==> src/rtl/dma_cfg_guard.sv <==
module dma_cfg_guard #(
  parameter int AW = 32,
  parameter int CW = 16,
  parameter logic [AW-1:0] EXT_BASE = 32'h8000_0000,
  parameter logic [AW-1:0] EXT_MASK = 32'hF000_0000
) (
  input  logic          clk,
  input  logic          rst_n,
  input  logic          start,
  input  logic [AW-1:0] src_addr,
  input  logic [AW-1:0] dst_addr,
  input  logic          dir_i2e,
  input  logic [1:0]    src_blen,
  input  logic [1:0]    dst_blen,
  input  logic [1:0]    src_size,
  input  logic [1:0]    dst_size,
  input  logic [CW-1:0] xfer_beats,
  input  logic          beat_ok,
  input  logic          slave_err,
  output logic [31:0]   status
);

  logic          pend_q, busy_q, done_q, err_q;
  logic [AW-1:0] src_q, dst_q;
  logic          dir_q;
  logic [7:0]    fmt_q;
  logic [CW-1:0] total_q, cnt_q;

  wire src_ext  = (src_q & EXT_MASK) == EXT_BASE;
  wire dst_ext  = (dst_q & EXT_MASK) == EXT_BASE;
  wire pair_bad = src_ext == dst_ext;
  wire dir_bad  = dir_q != dst_ext;
  wire fmt_bad  = (&fmt_q[7:6]) | (&fmt_q[5:4]) | (&fmt_q[3:2]) | (&fmt_q[1:0]);
  wire cfg_bad  = pair_bad | dir_bad | fmt_bad;
  wire take     = start & ~busy_q & ~pend_q;
  wire [CW-1:0] cnt_nxt = cnt_q + 1'b1;

  assign status = {13'd0, done_q, busy_q, err_q, 16'd0};

  always_ff @(posedge clk or negedge rst_n) begin
    if (!rst_n) begin
      pend_q  <= 1'b0;
      busy_q  <= 1'b0;
      done_q  <= 1'b0;
      err_q   <= 1'b0;
      src_q   <= '0;
      dst_q   <= '0;
      dir_q   <= 1'b0;
      fmt_q   <= '0;
      total_q <= '0;
      cnt_q   <= '0;
    end else begin
      if (take) begin
        pend_q  <= 1'b1;
        done_q  <= 1'b0;
        err_q   <= 1'b0;
        src_q   <= src_addr;
        dst_q   <= dst_addr;
        dir_q   <= dir_i2e;
        fmt_q   <= {src_blen, dst_blen, src_size, dst_size};
        total_q <= xfer_beats;
      end
      if (pend_q) begin
        pend_q <= 1'b0;
        if (cfg_bad)
          err_q <= 1'b1;
        else if (total_q == '0)
          done_q <= 1'b1;
        else begin
          busy_q <= 1'b1;
          cnt_q  <= '0;
        end
      end
      if (busy_q) begin
        if (slave_err) begin
          busy_q <= 1'b0;
          err_q  <= 1'b1;
        end else if (beat_ok) begin
          if (cnt_nxt == total_q) begin
            busy_q <= 1'b0;
            done_q <= 1'b1;
          end else
            cnt_q <= cnt_nxt;
        end
      end
    end
  end

endmodule

==> config.mk <==
export PLATFORM = sky130hd
export DESIGN_NAME = dma_cfg_guard
export DESIGN_NICKNAME = d
export VERILOG_FILES = /design/src/rtl/dma_cfg_guard.sv
export SDC_FILE = /design/constraint.sdc
export NUM_CORES = 1
export LEC_CHECK = 0
export BUFFER_PORTS_ARGS = -buffer_cell sky130_fd_sc_hd__buf_2
export CAP_MARGIN = 20
export CORE_ASPECT_RATIO = 0.6
export CORE_UTILIZATION = 50
export DETAILED_ROUTE_END_ITERATION = 10
export PLACE_DENSITY_LB_ADDON = 0.15
export SYNTH_ARGS = -nofsm -noshare
export SYNTH_HDL_FRONTEND = slang
export SYNTH_SLANG_ARGS = --single-unit
export TNS_END_PERCENT = 20
==> constraint.sdc <==
create_clock -name clk -period 8.5 [get_ports clk]
set_input_delay 1.275 -clock clk [delete_from_list [all_inputs] [get_ports clk]]
set_output_delay 1.275 -clock clk [all_outputs]
set_load 0.05 [all_outputs]
==> key figures <==
Run status
  • Outcome: completed

Clocking
  • CTS Hold Bufs: 0
  • H-tree levels: 2
  • Worst-path clk slew: 100 ps
  • CTS Root Cell: clkbuf_8
  • CTS Buf Count: 5
  • Clock buffer depth: 2
  • Post-cts resize count: 0
  • Post-CTS Setup Repair Bufs: 0
  • CTS tree: done
  • Clk Latency, worst-skew pair: 300 ps
  • Clock sink count: 53

Final layout
  • Post-Layout Inst Area: 3430 µm²
  • Share of layout cells above drive strength 1: 27.8%
  • Area delta synth->final: 6.62%
  • Final-stage net count: 439
  • Diode count: 0

Die
  • IO Count: 126
  • Die W: 105 µm
  • Initial core utilization: 52.1%
  • Core Area: 6170 µm²
  • FP Rows: 22
  • Chip height: 64.1 µm
  • DIE AREA: 6760 µm²

GRT
  • Total grt overflow: 0
  • Largest net degree at the start of global routing: 54
  • Vias in the first global route: 2221
  • Initial antenna violation count: 0
  • All-layer global routing usage: 22.5%
  • Global-route wire length before repair: 11700 µm

Setup path
  • Crit start category: flip-flop
  • Crit-path max FO: 15
  • Kind of critical path: flip-flop to flip-flop
  • Crit path largest cell delay: 660 ps
  • Critical path required time: 8750 ps
  • Worst EP arrival: 3830 ps
  • Slowest CP cell: a21boi_2
  • Reg2reg path depth: 8
  • Critical path capture point type: flip-flop
  • Crit path cell chain: ha_1 > nand2_1 > or4_1 > or3_1 > a22oi_2 > nand4_2 > a21boi_2 > mux2_2

Timing
  • Total negative setup slack: 0 ps
  • RSZ-0062 raised after global routing: no
  • Final Hold Viols: 0
  • Fin crit share: 42.2%
  • Minimum clock period: 3580 ps
  • Final hold slack: 521 ps
  • Final setup viols: 0
  • Slew headroom: 50.6%
  • Worst Max-Slew Pin Slew: 736 ps
  • Setup Skew: 4.62 ps
  • Maximum clock frequency: 279 MHz
  • Final Slew Violations: 0

Logic synthesis
  • Post-synth EDFFs: 0
  • Cell count after synthesis: 316
  • Cell accounting for the most synthesized area: dfrtp_1
  • Synthesized area: 3210 µm²
  • Post-synthesis sequential area ratio: 41.3%
  • Synth cell types: 57
  • Yosys warnings: 0
  • Asr flop ratio synth: 100%
  • Top_reg_cell synth: dfrtp_1
  • Top cells by area, synth: dfrtp_1 41%, mux2_2 12%, buf_4 8.4%
  • Synth top area share: 41.3%
  • Most numerous cell in the Yosys netlist: dfrtp_1
  • Avg Cell Area, Syn: 10.2 µm²
  • Top cells by count, synth: 53 x dfrtp_1, 36 x buf_4, 33 x mux2_2, 18 x nand3_1, 17 x nor2_1
  • Synth Register Bits: 53

Route
  • Drt wl/cell: 16.3 µm
  • Vias after detailed routing: 2361
  • Met3 routed WL: 305 µm
  • Routed metal-1 wirelength: 3710 µm
  • DR iter-0 viols: 108
  • Uppermost layer routed: met4
  • DRC errors left: 0
  • Met2 Wirelength: 2930 µm
  • Via density per instance: 5.50
  • DR pass1 iterations: 4
  • Routed wire length: 6980 µm
  • DRT antenna net count: 0

Placed design
  • DP Area: 3310 µm²
  • Port bufs: 40
  • GPL Wtd Cong: 0.879
  • Hpwl dp: 5240 µm

Job
  • Max-cap violations: 0

Power and ir drop
  • Worst vdd ir: 0.110 mV
  • Lkg Pwr: 1.48 nW
  • Total power: 0.668 mW
  • PwrDens: 195 nW/µm²

Hold path
  • Hold Crit Depth: 1
  • Worst hold-check path type: flip-flop to flip-flop
-- power breakdown --
group / total (mW) / switching [mW] / internal [mW] / leakage [nW]
sequential: 0.332 / 0.0436 / 0.289 / 0.658
combinational: 0.163 / 0.0923 / 0.0704 / 0.768
clock: 0.173 / 0.0841 / 0.0886 / 0.0554
total: 0.668 / 0.220 / 0.448 / 1.48
-- layer usage --
layer	global-route usage, %	up-vias
li1	-	1139
met1	35.3	1165
met2	32.3	53
met3	4.49	4
met4	3.82	0
met5	0	-
-- stage by stage --
step	setup slack [ps]	utilization [%]	std cells
floorplan	5590	-	344
finish	4920	55.6	429
CTS	4940	55.6	429
global route	4680	55.6	429
global placement	5000	53.8	421
detailed placement	4990	53.8	421
-- path summary, 6_finish.rpt --
path / startpoint / endpoint / slack, ps
max: cnt_q[0] / cnt_q[0] / 4920
max in group asynchronous: rst_n / cnt_q[10] / 6990
min reg2reg: src_q[29] / src_q[29] / 520
max reg2reg: cnt_q[0] / cnt_q[0] / 4920
min: src_q[29] / src_q[29] / 520
min in group asynchronous: rst_n / dst_q[29] / 1080
-- state kept, by name, summed over array words and instances, names as in the netlist --
signal	count
pend_q	1
err_q	1
src_q	4
cnt_q	16
done_q	1
dst_q	4
total_q	16
busy_q	1
fmt_q	8
dir_q	1
-- critical path, delay by kind of cell (launching register included) --
kind            cells  cell delay [ps]
simple gates        4             1390
flops               1              540
fa+ha+maj           1              410
mux                 1              280
compound gates      2              900
-- cells in the final DEF (no fill, tap or decap), types with 2 or more instances in the layout --
cell type and n:
dfrtp_1 53, buf_2 40, mux2_2 33, conb_1 29, nand3_1 18, nor2_1 17, nand2_1 16, xnor2_1 13
or3_1 9, a221o_1 9, o21ai_0 7, nand4_1 6, inv_1 6, a21oi_1 6, a21o_1 6, xor2_1 5
nor4_1 5, clkbuf_8 5, nor3_1 4, or2_2 3, nor2b_1 3, a211oi_1 3, and4_1 3, o21ai_1 3
buf_4 3, nand4_2 2, a211o_1 2, o22ai_1 2, nor3b_1 2, nor4b_1 2, a22oi_1 2
-- layout make-up --
type | instances | area, µm²
Inverter | 6 | 22.5
Timing Repair Buffer | 43 | 223
Clock inverter | 2 | 38.8
Tap cell | 84 | 105
Fill cell | 576 | 2740
Clock buffer | 6 | 72.6
Sequential cell | 53 | 1330
Multi-Input combinational cell | 235 | 1640
-- cell families (layout without fill, tap and decap cells) --
family	Yosys count	in the layout	synth area share, %
and+or+nand+nor	101	101	17.8
muxes	33	33	11.6
xor gates and xnor gates	18	18	4.91
adders and majority gates	1	1	0.389
other	1	29	0.117
buffers and inverters	56	57	11.2
AOI/OAI and AO/OA	53	53	12.8
DFF	53	53	41.3
(Power assumes the default switching activity.)
